[src/rtl/sdmin_pkg.sv]
// Shared types for the signed-digit minimum keeper.
// Assumes the running difference is clamped to [-2, 1] between digits.
package sdmin_pkg;
    typedef logic signed [2:0] sdmin_run_t;   // clamped running difference
    typedef logic signed [4:0] sdmin_acc_t;   // one-digit update result
endpackage

[src/rtl/sdmin_diff_track.sv]
// Running-difference tracker: it follows (candidate - minimum) one digit at a
// time, decides "certainly larger" in the same cycle and flags a smaller
// candidate at its last digit. It assumes NDIG digits per candidate, MSB first.
module sdmin_diff_track
    import sdmin_pkg::*;
#(
    parameter int NDIG  = 13,
    parameter int IDX_W = (NDIG > 1) ? $clog2(NDIG) : 1
) (
    input  logic             clk,
    input  logic             rst_n,
    input  logic             dig_vld,
    input  logic             cand_start,
    input  logic             dig_last,
    input  logic             dig_p,
    input  logic             dig_n,
    input  logic             ref_p,
    input  logic             ref_n,
    output logic [IDX_W-1:0] cur_idx,
    output logic             live,
    output logic             stop,
    output logic             end_smaller,
    output logic             commit
);
    logic             active_q;
    sdmin_run_t       d_q;
    sdmin_run_t       d_base;
    sdmin_run_t       d_nxt;
    sdmin_acc_t       d_raw;
    logic [IDX_W-1:0] idx_q;
    logic             greater;
    logic             commit_q;

    // Purpose: digit update and same-cycle larger/smaller decision.
    always_comb begin
        live     = dig_vld && (cand_start || active_q);
        cur_idx  = cand_start ? IDX_W'(NDIG - 1) : idx_q;
        d_base   = cand_start ? '0 : d_q;
        d_raw    = 5'(d_base) + 5'(d_base) + 5'(dig_p) + 5'(ref_n)
                 - 5'(dig_n) - 5'(ref_p);
        greater  = (d_raw >= 5'sd2) || (dig_last && (d_raw >= 5'sd1));
        stop     = live && greater;
        end_smaller = live && dig_last && (d_raw < 5'sd0);
        d_nxt    = (d_raw < -5'sd2) ? -3'sd2 : d_raw[2:0];
    end

    // Purpose: hold the candidate state between digits and register commit.
    always_ff @(posedge clk) begin
        if (!rst_n) begin
            active_q <= 1'b0;
            d_q      <= '0;
            idx_q    <= '0;
            commit_q <= 1'b0;
        end else begin
            commit_q <= end_smaller;
            if (live) begin
                active_q <= !(greater || dig_last);
                d_q      <= d_nxt;
                idx_q    <= cur_idx - 1'b1;
            end
        end
    end

    assign commit = commit_q;

    AST_DIFF_RANGE: assert property (@(posedge clk) disable iff (!rst_n)
        active_q |-> (d_q >= -3'sd2) && (d_q <= 3'sd1));
    AST_LAST_AT_ZERO: assert property (@(posedge clk) disable iff (!rst_n)
        (live && dig_last) |-> (cur_idx == '0));
    AST_COMMIT_AFTER_LAST: assert property (@(posedge clk) disable iff (!rst_n)
        commit |-> $past(dig_vld && dig_last));
endmodule

[src/rtl/sdmin_cand_buf.sv]
// Candidate buffer: shifts in the digits of the streaming candidate and keeps
// the tag given with its first digit. It assumes NDIG >= 2.
module sdmin_cand_buf #(
    parameter int NDIG  = 13,
    parameter int TAG_W = 8
) (
    input  logic             clk,
    input  logic             rst_n,
    input  logic             live,
    input  logic             dig_vld,
    input  logic             cand_start,
    input  logic             dig_p,
    input  logic             dig_n,
    input  logic [TAG_W-1:0] pos_tag,
    output logic [NDIG-1:0]  full_p,
    output logic [NDIG-1:0]  full_n,
    output logic [TAG_W-1:0] cand_tag
);
    logic [NDIG-2:0]  sh_p;
    logic [NDIG-2:0]  sh_n;
    logic [TAG_W-1:0] tag_q;

    // Purpose: the whole candidate word as it stands after this digit.
    always_comb begin
        full_p   = {sh_p, dig_p};
        full_n   = {sh_n, dig_n};
        cand_tag = tag_q;
    end

    // Purpose: shift accepted digits in and capture the tag on a start.
    always_ff @(posedge clk) begin
        if (!rst_n) begin
            sh_p  <= '0;
            sh_n  <= '0;
            tag_q <= '0;
        end else begin
            if (live) begin
                sh_p <= cand_start ? {{(NDIG-2){1'b0}}, dig_p} : full_p[NDIG-2:0];
                sh_n <= cand_start ? {{(NDIG-2){1'b0}}, dig_n} : full_n[NDIG-2:0];
            end
            if (cand_start && dig_vld)
                tag_q <= pos_tag;
        end
    end
endmodule

[src/rtl/sdmin_min_store.sv]
// Minimum store: the kept signed-digit minimum and its tag. Reset loads the
// largest value (all digits +1); a load copies in a finished candidate.
module sdmin_min_store #(
    parameter int NDIG  = 13,
    parameter int TAG_W = 8
) (
    input  logic             clk,
    input  logic             rst_n,
    input  logic             load,
    input  logic [NDIG-1:0]  new_p,
    input  logic [NDIG-1:0]  new_n,
    input  logic [TAG_W-1:0] new_tag,
    output logic [NDIG-1:0]  min_p,
    output logic [NDIG-1:0]  min_n,
    output logic [TAG_W-1:0] min_tag
);
    // Purpose: reset to the maximum, or replace on a winning candidate.
    always_ff @(posedge clk) begin
        if (!rst_n) begin
            min_p   <= '1;
            min_n   <= '0;
            min_tag <= '0;
        end else if (load) begin
            min_p   <= new_p;
            min_n   <= new_n;
            min_tag <= new_tag;
        end
    end
endmodule

[src/rtl/sdmin_early_cmp.sv]
// Top: it compares a signed-digit SAD stream against the kept minimum, stops
// early on a larger candidate and commits a smaller one after its last digit.
// It assumes NDIG digits per candidate, most significant first, with NDIG >= 2.
module sdmin_early_cmp #(
    parameter int NDIG  = 13,
    parameter int TAG_W = 8,
    parameter int IDX_W = (NDIG > 1) ? $clog2(NDIG) : 1
) (
    input  logic             clk,
    input  logic             rst_n,
    input  logic             dig_vld,
    input  logic             cand_start,
    input  logic             dig_last,
    input  logic             dig_p,
    input  logic             dig_n,
    input  logic [TAG_W-1:0] pos_tag,
    output logic             stop,
    output logic             commit,
    output logic [NDIG-1:0]  min_p,
    output logic [NDIG-1:0]  min_n,
    output logic [TAG_W-1:0] min_tag
);
    logic [IDX_W-1:0] cur_idx;
    logic             live;
    logic             end_smaller;
    logic             ref_p;
    logic             ref_n;
    logic [NDIG-1:0]  full_p;
    logic [NDIG-1:0]  full_n;
    logic [TAG_W-1:0] cand_tag;

    // Purpose: pick the kept digit that lines up with the incoming one.
    always_comb begin
        ref_p = min_p[cur_idx];
        ref_n = min_n[cur_idx];
    end

    sdmin_diff_track #(.NDIG(NDIG), .IDX_W(IDX_W)) u_track (
        .clk(clk), .rst_n(rst_n), .dig_vld(dig_vld), .cand_start(cand_start),
        .dig_last(dig_last), .dig_p(dig_p), .dig_n(dig_n),
        .ref_p(ref_p), .ref_n(ref_n), .cur_idx(cur_idx), .live(live),
        .stop(stop), .end_smaller(end_smaller), .commit(commit)
    );

    sdmin_cand_buf #(.NDIG(NDIG), .TAG_W(TAG_W)) u_buf (
        .clk(clk), .rst_n(rst_n), .live(live), .dig_vld(dig_vld),
        .cand_start(cand_start), .dig_p(dig_p), .dig_n(dig_n),
        .pos_tag(pos_tag), .full_p(full_p), .full_n(full_n), .cand_tag(cand_tag)
    );

    sdmin_min_store #(.NDIG(NDIG), .TAG_W(TAG_W)) u_store (
        .clk(clk), .rst_n(rst_n), .load(end_smaller),
        .new_p(full_p), .new_n(full_n), .new_tag(cand_tag),
        .min_p(min_p), .min_n(min_n), .min_tag(min_tag)
    );

    AST_MIN_HOLD: assert property (@(posedge clk) disable iff (!rst_n)
        !commit |-> $stable({min_p, min_n, min_tag}));
    AST_STOP_NEEDS_VALID: assert property (@(posedge clk) disable iff (!rst_n)
        !dig_vld |-> !stop);
endmodule

[config.mk]
export PLATFORM = sky130hd
export DESIGN_NAME = sdmin_early_cmp
export DESIGN_NICKNAME = d
export VERILOG_FILES = /design/src/rtl/sdmin_pkg.sv /design/src/rtl/sdmin_diff_track.sv /design/src/rtl/sdmin_cand_buf.sv /design/src/rtl/sdmin_min_store.sv /design/src/rtl/sdmin_early_cmp.sv
export SDC_FILE = /design/constraint.sdc
export NUM_CORES = 1
export LEC_CHECK = 0
export BUFFER_PORTS_ARGS = -buffer_cell sky130_fd_sc_hd__clkbuf_2
export CAP_MARGIN = 20
export CORE_ASPECT_RATIO = 1.4
export CORE_MARGIN = 2
export CORE_UTILIZATION = 37
export DETAILED_ROUTE_END_ITERATION = 8
export PLACE_DENSITY = 0.6
export SKIP_LAST_GASP = 1
export SYNTH_ARGS = -nofsm -noshare
export SYNTH_HDL_FRONTEND = slang
export SYNTH_SLANG_ARGS = --single-unit
export TNS_END_PERCENT = 20
[constraint.sdc]
create_clock -name clk -period 8.7 [get_ports clk]
set_input_delay 1.74 -clock clk [delete_from_list [all_inputs] [get_ports clk]]
set_output_delay 1.74 -clock clk [all_outputs]
set_load 0.05 [all_outputs]
==> results.md, run 1 <==
- Post-synth EDFFs: 0
- Die area: about 0.0094 mm2
- Max Fclk: about 0.15 GHz
- Synth top cells by count: dfxtp_1 (75), nand2_1 (75), nand3_1 (58)
- Ranking of synthesized cells by area: dfxtp_1 (47%), nand3_1 (9.0%), nand2_1 (8.8%)
- Crit Path Max Fanout: 16
- Syn Area/Cell: slightly below 9 um2
- VDD IR-drop max: around 0.00012 V
- Total gr overflow: 0
- # hold bufs at CTS: 0
- Worst Path Class, Setup: in -> out
- Global Route Usage Sum: 16.7%
- Syn Std Cell Area: roughly 0.0032 mm2
- Boundary Pins: 51
- Initial antenna violation count: 0
- Dpl cells: between 400 and 500
- Initial DRC count: 181
- Final setup fails: 0
- Status: completed
- Largest net degree at the start of global routing: roughly 100
- Seq cells post-synth: 75
- 1st-pass router iterations: 4
- Chip Height: ~110 um
- Final ANT Viol Nets: 0
- Synth top area share: between 40% and 50%
- CTS Buffer Depth: 2
- CTS tree: done
- Setup bufs post-CTS: 0
- Seq/Total Area, Yosys: around 47%
- Die X: 82.7 um
- Slew @ Worst Pin: between 0.8 and 0.9 ns
- # DRC: 0
- Nature of the critical path endpoint: output port
- Reg2reg end: u_track.active_q
- Overall Power: 0.809 mW
- Final worst path period share: 79.0%
- Clock skew: 0.00665 ns
- Clock sink total: 75
- CP cell instances: clkbuf_2, nand2b_1, mux2_2, o211ai_1, a32oi_1, fa_1, inv_1, ha_1, ha_1, fa_1, or3_1, a21oi_1, nor3_1, clkbuf_2
- Cell Count, Final, Fillers Out: between 500 and 600
- Worst slew margin: between 40 and 50%
- FF-to-FF Start: u_track.idx_q[1]
- Post-layout nets: between 400 and 500
- Final hold slack: ~0.45 ns
- Max stage delay on crit path: between 0.5 and 0.6 ns
- Core Region: roughly 0.0085 mm2
- P_leak: around 1.6 nW
- Layout cells sized above 1: between 10% and 20%
- Post-synthesis async set-or-reset flop share: 0%
- Drt via density: 5.16
- Yosys Warn Count: 0
- Setup TNS: 0 ns
- Worst-path clk slew: ~0.060 ns
- Syn Nets: 392
- CP delay by family, top: adder cells
- Synth Flop Type: dfxtp_1
- Cell Pwr Density: 215 mW/mm2
- Port Buffers: 50
- Vias in the first global route: 2,542
- RSZ-0062 raised after global routing: false
- Final HPWL DP: slightly below 5000 um
- HP Class: reg -> reg
- Synth area leader: dfxtp_1
- Hold endpoint: u_store.min_tag[7]
- Avg WL per Cell: roughly 14 um
- Number of diodes: 0
- Critical path arrival: around 5.1 ns
- Final hold viol count: 0
- CP Launch Type: input port
- FP Rows: 40
- Hold path depth: 2
- Overall routed net length: between 7000 and 8000 um
- Path depth of the worst reg2reg path: 10
- Max_cap viols: 0
- Buf/Inv on CP: 3
- Post-Synthesis Cells: between 300 and 400
- H-tree depth: 3
- Via Count: about 2,700
- Crit path time final: approximately 6.9 ns
- GPL Wtd Cong: roughly 0.76
- CTS Root Cell: clkbuf_16
- Yosys cell types: 39
- Number of CTS-inserted buffers: 9
- Worst hold start: u_store.min_tag[7]
- Area grow syn2layout: 17.3%
- Worst-skew pair later-pin latency: roughly 0.33 ns
- R2R Setup Slk: roughly 5 ns
- Post_cts resized: 0
- Utilization after layout: between 40% and 50%
- CP max stage cell: fa_1
- CP Data Required Time: approximately 7.0 ns
- Count of pins over their slew limit: 0
- Global-route wire length before repair: 12,100 um
- Initial Util: 37.7%
==> state kept, by name (all words and copies together) (netlist names) <==
register / flops
u_store.min_n: 13
u_store.min_p: 13
u_buf.sh_n: 12
u_buf.sh_p: 12
u_buf.cand_tag: 8
u_store.min_tag: 8
u_track.idx_q: 4
u_track.d_q: 3
u_track.active_q: 1
u_track.commit: 1
==> metrics by stage <==
stage          instance area (um2)  setup WS [ns]
2_1_floorplan                 3210           1.84
3_3_place_gp                  3480           1.91
3_5_place_dp                  3480           1.83
4_1_cts                       3740           1.82
5_1_grt                       3770           1.62
6_report                      3770           1.83
==> report_power, final <==
part | switching [mW] | total (mW) | internal, mW
sequential | 0.0120 | 0.367 | 0.355
clock | 0.137 | 0.327 | 0.190
combinational | 0.0756 | 0.114 | 0.0388
==> layer usage <==
metal | share of wire (%) | track usage (%) | vias up
met3 | 3.4 | 3.94 | 18
met5 | 0 | 0 | -
met2 | 50 | 26.8 | 54
met1 | 44 | 20.2 | 1236
met4 | 2.6 | 8.96 | 0
li1 | - | - | 1343
==> worst max path at each step <==
stage,start,end,slack [ns],cells after the start
after detailed placement,cand_start,stop,1.83,14
after floorplan,cand_start,stop,1.84,13
after global routing,cand_start,stop,1.62,15
final,cand_start,stop,1.83,14
after CTS,cand_start,stop,1.82,14
after global placement,cand_start,stop,1.91,15
==> cell families after synthesis <==
| kind of cell | Yosys count | synth area share, % |
|---|---|---|
| mux | 8 | 3.74 |
| flops | 75 | 46.8 |
| fa+ha+maj | 8 | 3.59 |
| simple gates | 182 | 26.3 |
| compound gates | 59 | 13.9 |
| buf+inv | 35 | 5.11 |
| xor+xnor | 2 | 0.546 |
==> area by class of cell <==
cell class,instances,area [um2]
Sequential cell,75,1500
Timing Repair Buffer,54,300
Fill cell,899,4740
Clock inverter,5,31.3
Tap cell,105,131
Multi-Input combinational cell,259,1550
Clock buffer,10,229
Inverter,6,22.5
==> cell usage in the layout, fill, tap and decap left out, drive strengths merged, types with 2 or more instances in the layout <==
cell type,Yosys,layout
nand2b,6,6
mux2,2,2
nand3,58,58
nor3,4,4
dfxtp,75,75
nor2b,23,23
xor2,2,2
inv,6,6
buf,19,4
a22oi,22,22
nor2,11,11
clkinv,0,4
o221ai,2,2
o211a,2,2
a21o,2,2
and2,4,4
a21oi,6,6
mux4,3,3
ha,6,6
mux2i,3,3
o211ai,3,3
nand2,75,75
a21boi,10,10
fa,2,2
clkbuf,10,60
o21ai,4,4
==> worst register-to-register path, delay by kind of cell, from the launching register on <==
family                   cells  cell delay [ns]
multiplexers                 2             0.83
adder cells (fa/ha/maj)      4             1.19
flip-flops                   1             0.71
buffers and inverters        1             0.07
AO/OA/AOI/OAI                2             0.32
AND/OR/NAND/NOR              1             0.39
No activity file was read; power rests on OpenSTA's default activity.
==> run 2: changes to the inputs <==
- PLACE_DENSITY: 0.6 -> 0.62
- clock period: 8.7 -> 6.2 ns (I/O delays scaled with it)
==> run 2 against run 1 <==
  * Clock power is 41% higher
  * First-iteration DRC count down 3.9%
  * Sequential power is 41% higher
  * Worst hold slack got worse by 0.0020 ns
  * Cell area decreased by 0.30%
  * Cell count is 0.19% higher
  * Total power grew 40%
  * Worst setup slack worse by 1.3 ns
  * Via count down 0.60%
  * Die area unchanged
  * Critical path depth up 1
  * Core utilization fell by 0.13 points
  * Critical endpoint unchanged
  * Largest power group unchanged
==> results.md, run 2 (same netlist as run 1, synthesis figures left out) <==
- Initial DRC count: 174 (was 181)
- Worst-skew pair later-pin latency: 0.33 ns (about the same)
- Largest net degree at the start of global routing: 98 (unchanged)
- Final HPWL DP: 5210 um (was 4870 um)
- Post-layout nets: 429 (was 428)
- Design Area, Final: 0.00376 mm2 (was 0.00377 mm2)
- Max Fclk: around 0.18 GHz
- CTS Buffer Depth: 2 (unchanged)
- Die X: 82.7 um (unchanged)
- Status: completed (unchanged)
- Nature of the critical path endpoint: output port (unchanged)
- Total gr overflow: 0 (unchanged)
- Chip Height: 114 um (unchanged)
- Drt via density: 5.12 (was 5.16)
- VDD IR-drop max: 0.000184 V (was 0.000115 V)
- HP Class: reg -> reg (unchanged)
- Final WS setup: 0.489 ns (was 1.83 ns)
- Boundary Pins: 51 (unchanged)
- Via Count: 2,635 (was 2,651)
- Global-route wire length before repair: 12,300 um (was 12,100 um)
- Largest regs: u_store.min_n: 13 flops, u_store.min_p: 13 flops (unchanged)
- Final ANT Viol Nets: 0 (unchanged)
- Die area: 0.00945 mm2 (unchanged)
- Clock skew: 0.00624 ns (was 0.00665 ns)
- GPL Wtd Cong: 0.787 (was 0.761)
- # hold bufs at CTS: 0 (unchanged)
- Avg WL per Cell: 14.8 um (was 14.3 um)
- Max_cap viols: 0 (unchanged)
- Layout cells sized above 1: 19.5% (was 19.6%)
- CP Launch Type: input port (unchanged)
- # DRC: 0 (unchanged)
- Setup TNS: 0 ns (unchanged)
- Overall routed net length: 7600 um (was 7330 um)
- H-tree depth: 3 (unchanged)
- Cell Pwr Density: 302 mW/mm2 (was 215 mW/mm2)
- CTS tree: done (unchanged)
- Final hold viol count: 0 (unchanged)
- Dpl ws: 0.488 ns (was 1.83 ns)
- Post_cts resized: 0 (unchanged)
- Placed Instance Area: 0.00349 mm2 (was 0.00348 mm2)
- Vias in the first global route: 2,454 (was 2,542)
- Most frequent cells in the layout: nand2_1 (75), dfxtp_1 (75), nand3_1 (58) (unchanged)
- Port Buffers: 50 (unchanged)
- 1st-pass router iterations: 5 (was 4)
- Number of CTS-inserted buffers: 9 (unchanged)
- Core Region: 0.00851 mm2 (unchanged)
- CTS Root Cell: clkbuf_16 (unchanged)
- Final setup fails: 0 (unchanged)
- Clock sink total: 75 (unchanged)
- Crit path time final: ~5.7 ns
- RSZ-0062 raised after global routing: false (unchanged)
- CP max stage cell: fa_1 (unchanged)
- Slew @ Worst Pin: 0.920 ns (was 0.895 ns)
- CP Data Required Time: 4.96 ns (was 6.96 ns)
- Count of pins over their slew limit: 0 (unchanged)
- Setup bufs post-CTS: 0 (unchanged)
- Number of diodes: 0 (unchanged)
- P_leak: 1.61 nW (was 1.60 nW)
- Critical path arrival: 4.47 ns (was 5.13 ns)
- CP cell instances: clkbuf_2, nand2b_1, mux2_2, o211ai_1, a32oi_1, fa_1, ha_1, inv_1, ha_1, fa_1, xor2_1, or3_1, a21oi_1, nor3_1, clkbuf_2 (was clkbuf_2, nand2b_1, mux2_2, o211ai_1, a32oi_1, fa_1, inv_1, ha_1, ha_1, fa_1, or3_1, a21oi_1, nor3_1, clkbuf_2)
- Global Route Usage Sum: 17.5% (was 16.7%)
- Crit Path Max Fanout: 4 (was 16)
- Max stage delay on crit path: 0.43 ns (was 0.53 ns)
- FP Rows: 40 (unchanged)
- Worst Path Class, Setup: in -> out (unchanged)
- Worst slew margin: 38.6% (was 40.3%)
- Worst-path clk slew: 0.05 ns (was 0.06 ns)
- Initial antenna violation count: 0 (unchanged)
- Initial Util: 37.7% (unchanged)
- Final worst path period share: roughly 92%
- Area grow syn2layout: 17.0% (was 17.3%)
run 2: layer usage:
metal  wire, um  GRT usage (%)  vias up  part of all wire (%)
li1           -              -     1345                     -
met1       3160           20.4     1218                    42
met2       3960           29.2       64                    52
met3        361           3.15        8                   4.7
met4        123           10.1        0                   1.6
met5          0              0        -                     0
run 2: layout make-up:
class	count	area, um2
inverter	6	22.5
timing repair buffer	55	288
clock inverter	3	15.0
clock buffer	12	246
fill	819	4750
tap	105	131
multi-input combinational	259	1550
sequential	75	1500
run 2: where the power goes:
part | switching [mW] | leakage [nW] | total, mW | internal [mW]
sequential | 0.0173 | 0.609 | 0.516 | 0.498
combinational | 0.106 | 0.865 | 0.159 | 0.0528
clock | 0.182 | 0.132 | 0.460 | 0.277
total | 0.306 | 1.61 | 1.13 | 0.828
run 2: path summary, 6_finish.rpt:
kind	cells past startpoint	to	slack, ns	start
min reg2reg	2	u_store.min_tag[2]	0.44	u_store.min_tag[2]
max	15	stop	0.49	cand_start
max reg2reg	12	u_store.min_n[9]	2.24	u_track.idx_q[1]
min	2	u_store.min_tag[2]	0.44	u_store.min_tag[2]
run 2: per-stage QoR:
stage	hold slack, ns	power, mW	instances	util (%)
floorplan	0.434	0.646	369	-
global placement	0.436	0.684	500	41.1
detailed placement	0.440	0.686	500	41.1
CTS	0.447	1.15	515	44.1
global route	0.471	1.19	515	44.1
finish	0.443	1.13	515	44.1
run 2: critical path: cells and delay by family:
kind	cells	cell delay (ns)
buf+inv	3	0.39
mux	1	0.36
fa+ha+maj	4	1.30
compound gates	3	0.41
simple gates	3	0.60
xor+xnor	1	0.16
==> run 3: changes to the inputs <==
- CORE_UTILIZATION: 37 -> 30
- PLACE_DENSITY: 0.62 -> 0.53
==> run 3 against run 2 <==
  * Maximum frequency grew 0.22%
  * Total power increased by 3.5%
  * Critical path depth fell by 1
  * Combinational power is essentially flat
  * Clock skew about the same
  * Non-clock buffer count up 1
  * Cell count grew 6.8%
  * Worst setup slack improved by 0.013 ns
  * Core utilization down 7.4 points
==> results.md, run 3 (same netlist as run 1, synthesis figures left out) <==
- Status: completed (unchanged)
- Final hold slack: 0.444 ns (was 0.443 ns)
- Worst-path clk slew: 0.06 ns (was 0.05 ns)
- Utilization after layout: 36.8% (was 44.1%)
- FP Rows: 44 (was 40)
- Port Buffers: 50 (unchanged)
- Initial antenna violation count: 0 (unchanged)
- Crit Path Max Fanout: 4 (unchanged)
- Largest regs: u_store.min_n: 13 flops, u_store.min_p: 13 flops (unchanged)
- Met3 usage: 4.28% (was 3.15%)
- Drt via density: 4.92 (was 5.12)
- Dpl ws: 0.520 ns (was 0.488 ns)
- Post-layout nets: 430 (was 429)
- Die area: 0.0116 mm2 (was 0.00945 mm2)
- Largest net degree at the start of global routing: 98 (unchanged)
- Clock skew: 0.00608 ns (was 0.00624 ns)
- Initial DRC count: 215 (was 174)
- Number of diodes: 0 (unchanged)
- Initial Util: 30.9% (was 37.7%)
- Fill count: 1,085 (was 819)
- Final WS setup: 0.502 ns (was 0.489 ns)
- Post_cts resized: 0 (unchanged)
- Critical path arrival: 4.46 ns (was 4.47 ns)
- Global Route Usage Sum: 14.3% (was 17.5%)
- Slew @ Worst Pin: 0.862 ns (was 0.920 ns)
- Global-route wire length before repair: 13,100 um (was 12,300 um)
- Met2 Use GR: 23.7% (was 29.2%)
- Count of pins over their slew limit: 0 (unchanged)
- Cell Count, Final, Fillers Out: 550 (was 515)
- Area grow syn2layout: 19.3% (was 17.0%)
- Number of CTS-inserted buffers: 9 (unchanged)
- Cell Pwr Density: 307 mW/mm2 (was 302 mW/mm2)
- Worst Path Class, Setup: in -> out (unchanged)
- Crit path time final: 5.70 ns (was 5.71 ns)
- P_leak: 1.62 nW (was 1.61 nW)
- Final worst path period share: 91.9% (was 92.1%)
- 1st-pass router iterations: 4 (was 5)
- Layout cells sized above 1: 20.1% (was 19.5%)
- Placed Instance Area: 0.00354 mm2 (was 0.00349 mm2)
- # hold bufs at CTS: 0 (unchanged)
- Via Count: 2,704 (was 2,635)
- Final HPWL DP: 5210 um (about the same)
- Vias in the first global route: 2,601 (was 2,454)
- Final setup fails: 0 (unchanged)
- GPL Wtd Cong: 0.774 (was 0.787)
- HP Class: reg -> reg (unchanged)
- Overall Power: 1.17 mW (was 1.13 mW)
- Total gr overflow: 0 (unchanged)
- Setup bufs post-CTS: 0 (unchanged)
- Final ANT Viol Nets: 0 (unchanged)
- RSZ-0062 raised after global routing: false (unchanged)
- CP Launch Type: input port (unchanged)
- # DRC: 0 (unchanged)
- VDD IR-drop max: 0.000120 V (was 0.000184 V)
- CP Data Required Time: 4.96 ns (about the same)
- Boundary Pins: 51 (unchanged)
- Setup TNS: 0 ns (unchanged)
- Avg WL per Cell: 14.2 um (was 14.8 um)
- Clock sink total: 75 (unchanged)
- CTS Root Cell: clkbuf_16 (unchanged)
- CTS Buffer Depth: 2 (unchanged)
- Worst slew margin: 42.5% (was 38.6%)
- Overall routed net length: 7810 um (was 7600 um)
- Core Region: 0.0104 mm2 (was 0.00851 mm2)
- Most frequent cells in the layout: nand2_1 (75), dfxtp_1 (75), nand3_1 (58) (unchanged)
- CTS tree: done (unchanged)
- Dpl cells: 534 (was 500)
- Met1 Use GR: 17.2% (was 20.4%)
- Grt peak-use layer: met2 (unchanged)
- Chip Height: 126 um (was 114 um)
- Final hold viol count: 0 (unchanged)
- Design Area, Final: 0.00383 mm2 (was 0.00376 mm2)
- Die X: 91.4 um (was 82.7 um)
- Nature of the critical path endpoint: output port (unchanged)
- Max Fclk: 0.176 GHz (was 0.175 GHz)
- Worst-skew pair later-pin latency: 0.34 ns (was 0.33 ns)
- H-tree depth: 3 (unchanged)
- Max_cap viols: 0 (unchanged)
run 3: area by class of cell:
type / count / area (um2) / area share [%]
flip-flops and latches: 75 / 1500 / 39.2
inverters: 6 / 22.5 / 0.588
clock buffers: 11 / 253 / 6.60
well taps: 138 / 173 / 4.51
clock inverters: 5 / 35.0 / 0.915
repair buffers: 56 / 295 / 7.71
multi-input cells: 259 / 1550 / 40.5
run 3: path summary, 6_finish.rpt:
path	start	endpoint	slack (ns)	cells after the start
min reg2reg	u_store.min_tag[4]	u_store.min_tag[4]	0.44	2
min	u_store.min_tag[4]	u_store.min_tag[4]	0.44	2
max	cand_start	stop	0.50	14
max reg2reg	u_track.idx_q[1]	u_store.min_n[1]	2.29	12
run 3: per-layer routing:
layer	routed length, um	vias to the layer above	share of wire, %
li1	-	1353	-
met1	3430	1289	44
met2	3920	52	50
met3	287	10	3.7
met4	178	0	2.3
met5	0	-	0
run 3: critical path: stages:
cell and delay, ns:
clkbuf_2 0.08, nand2b_1 0.21, mux2_2 0.36, o211ai_1 0.17, a32oi_1 0.11, fa_1 0.42, ha_1 0.29, inv_1 0.04
ha_1 0.22, fa_1 0.49, or3_1 0.39, a21oi_1 0.13, nor3_1 0.07, clkbuf_2 0.25
run 3: power breakdown:
part           total (mW)  switching, mW  leakage [nW]  internal [mW]
Sequential          0.515         0.0170         0.609          0.498
Combinational       0.160          0.107         0.871         0.0532
Clock               0.499          0.206         0.142          0.293
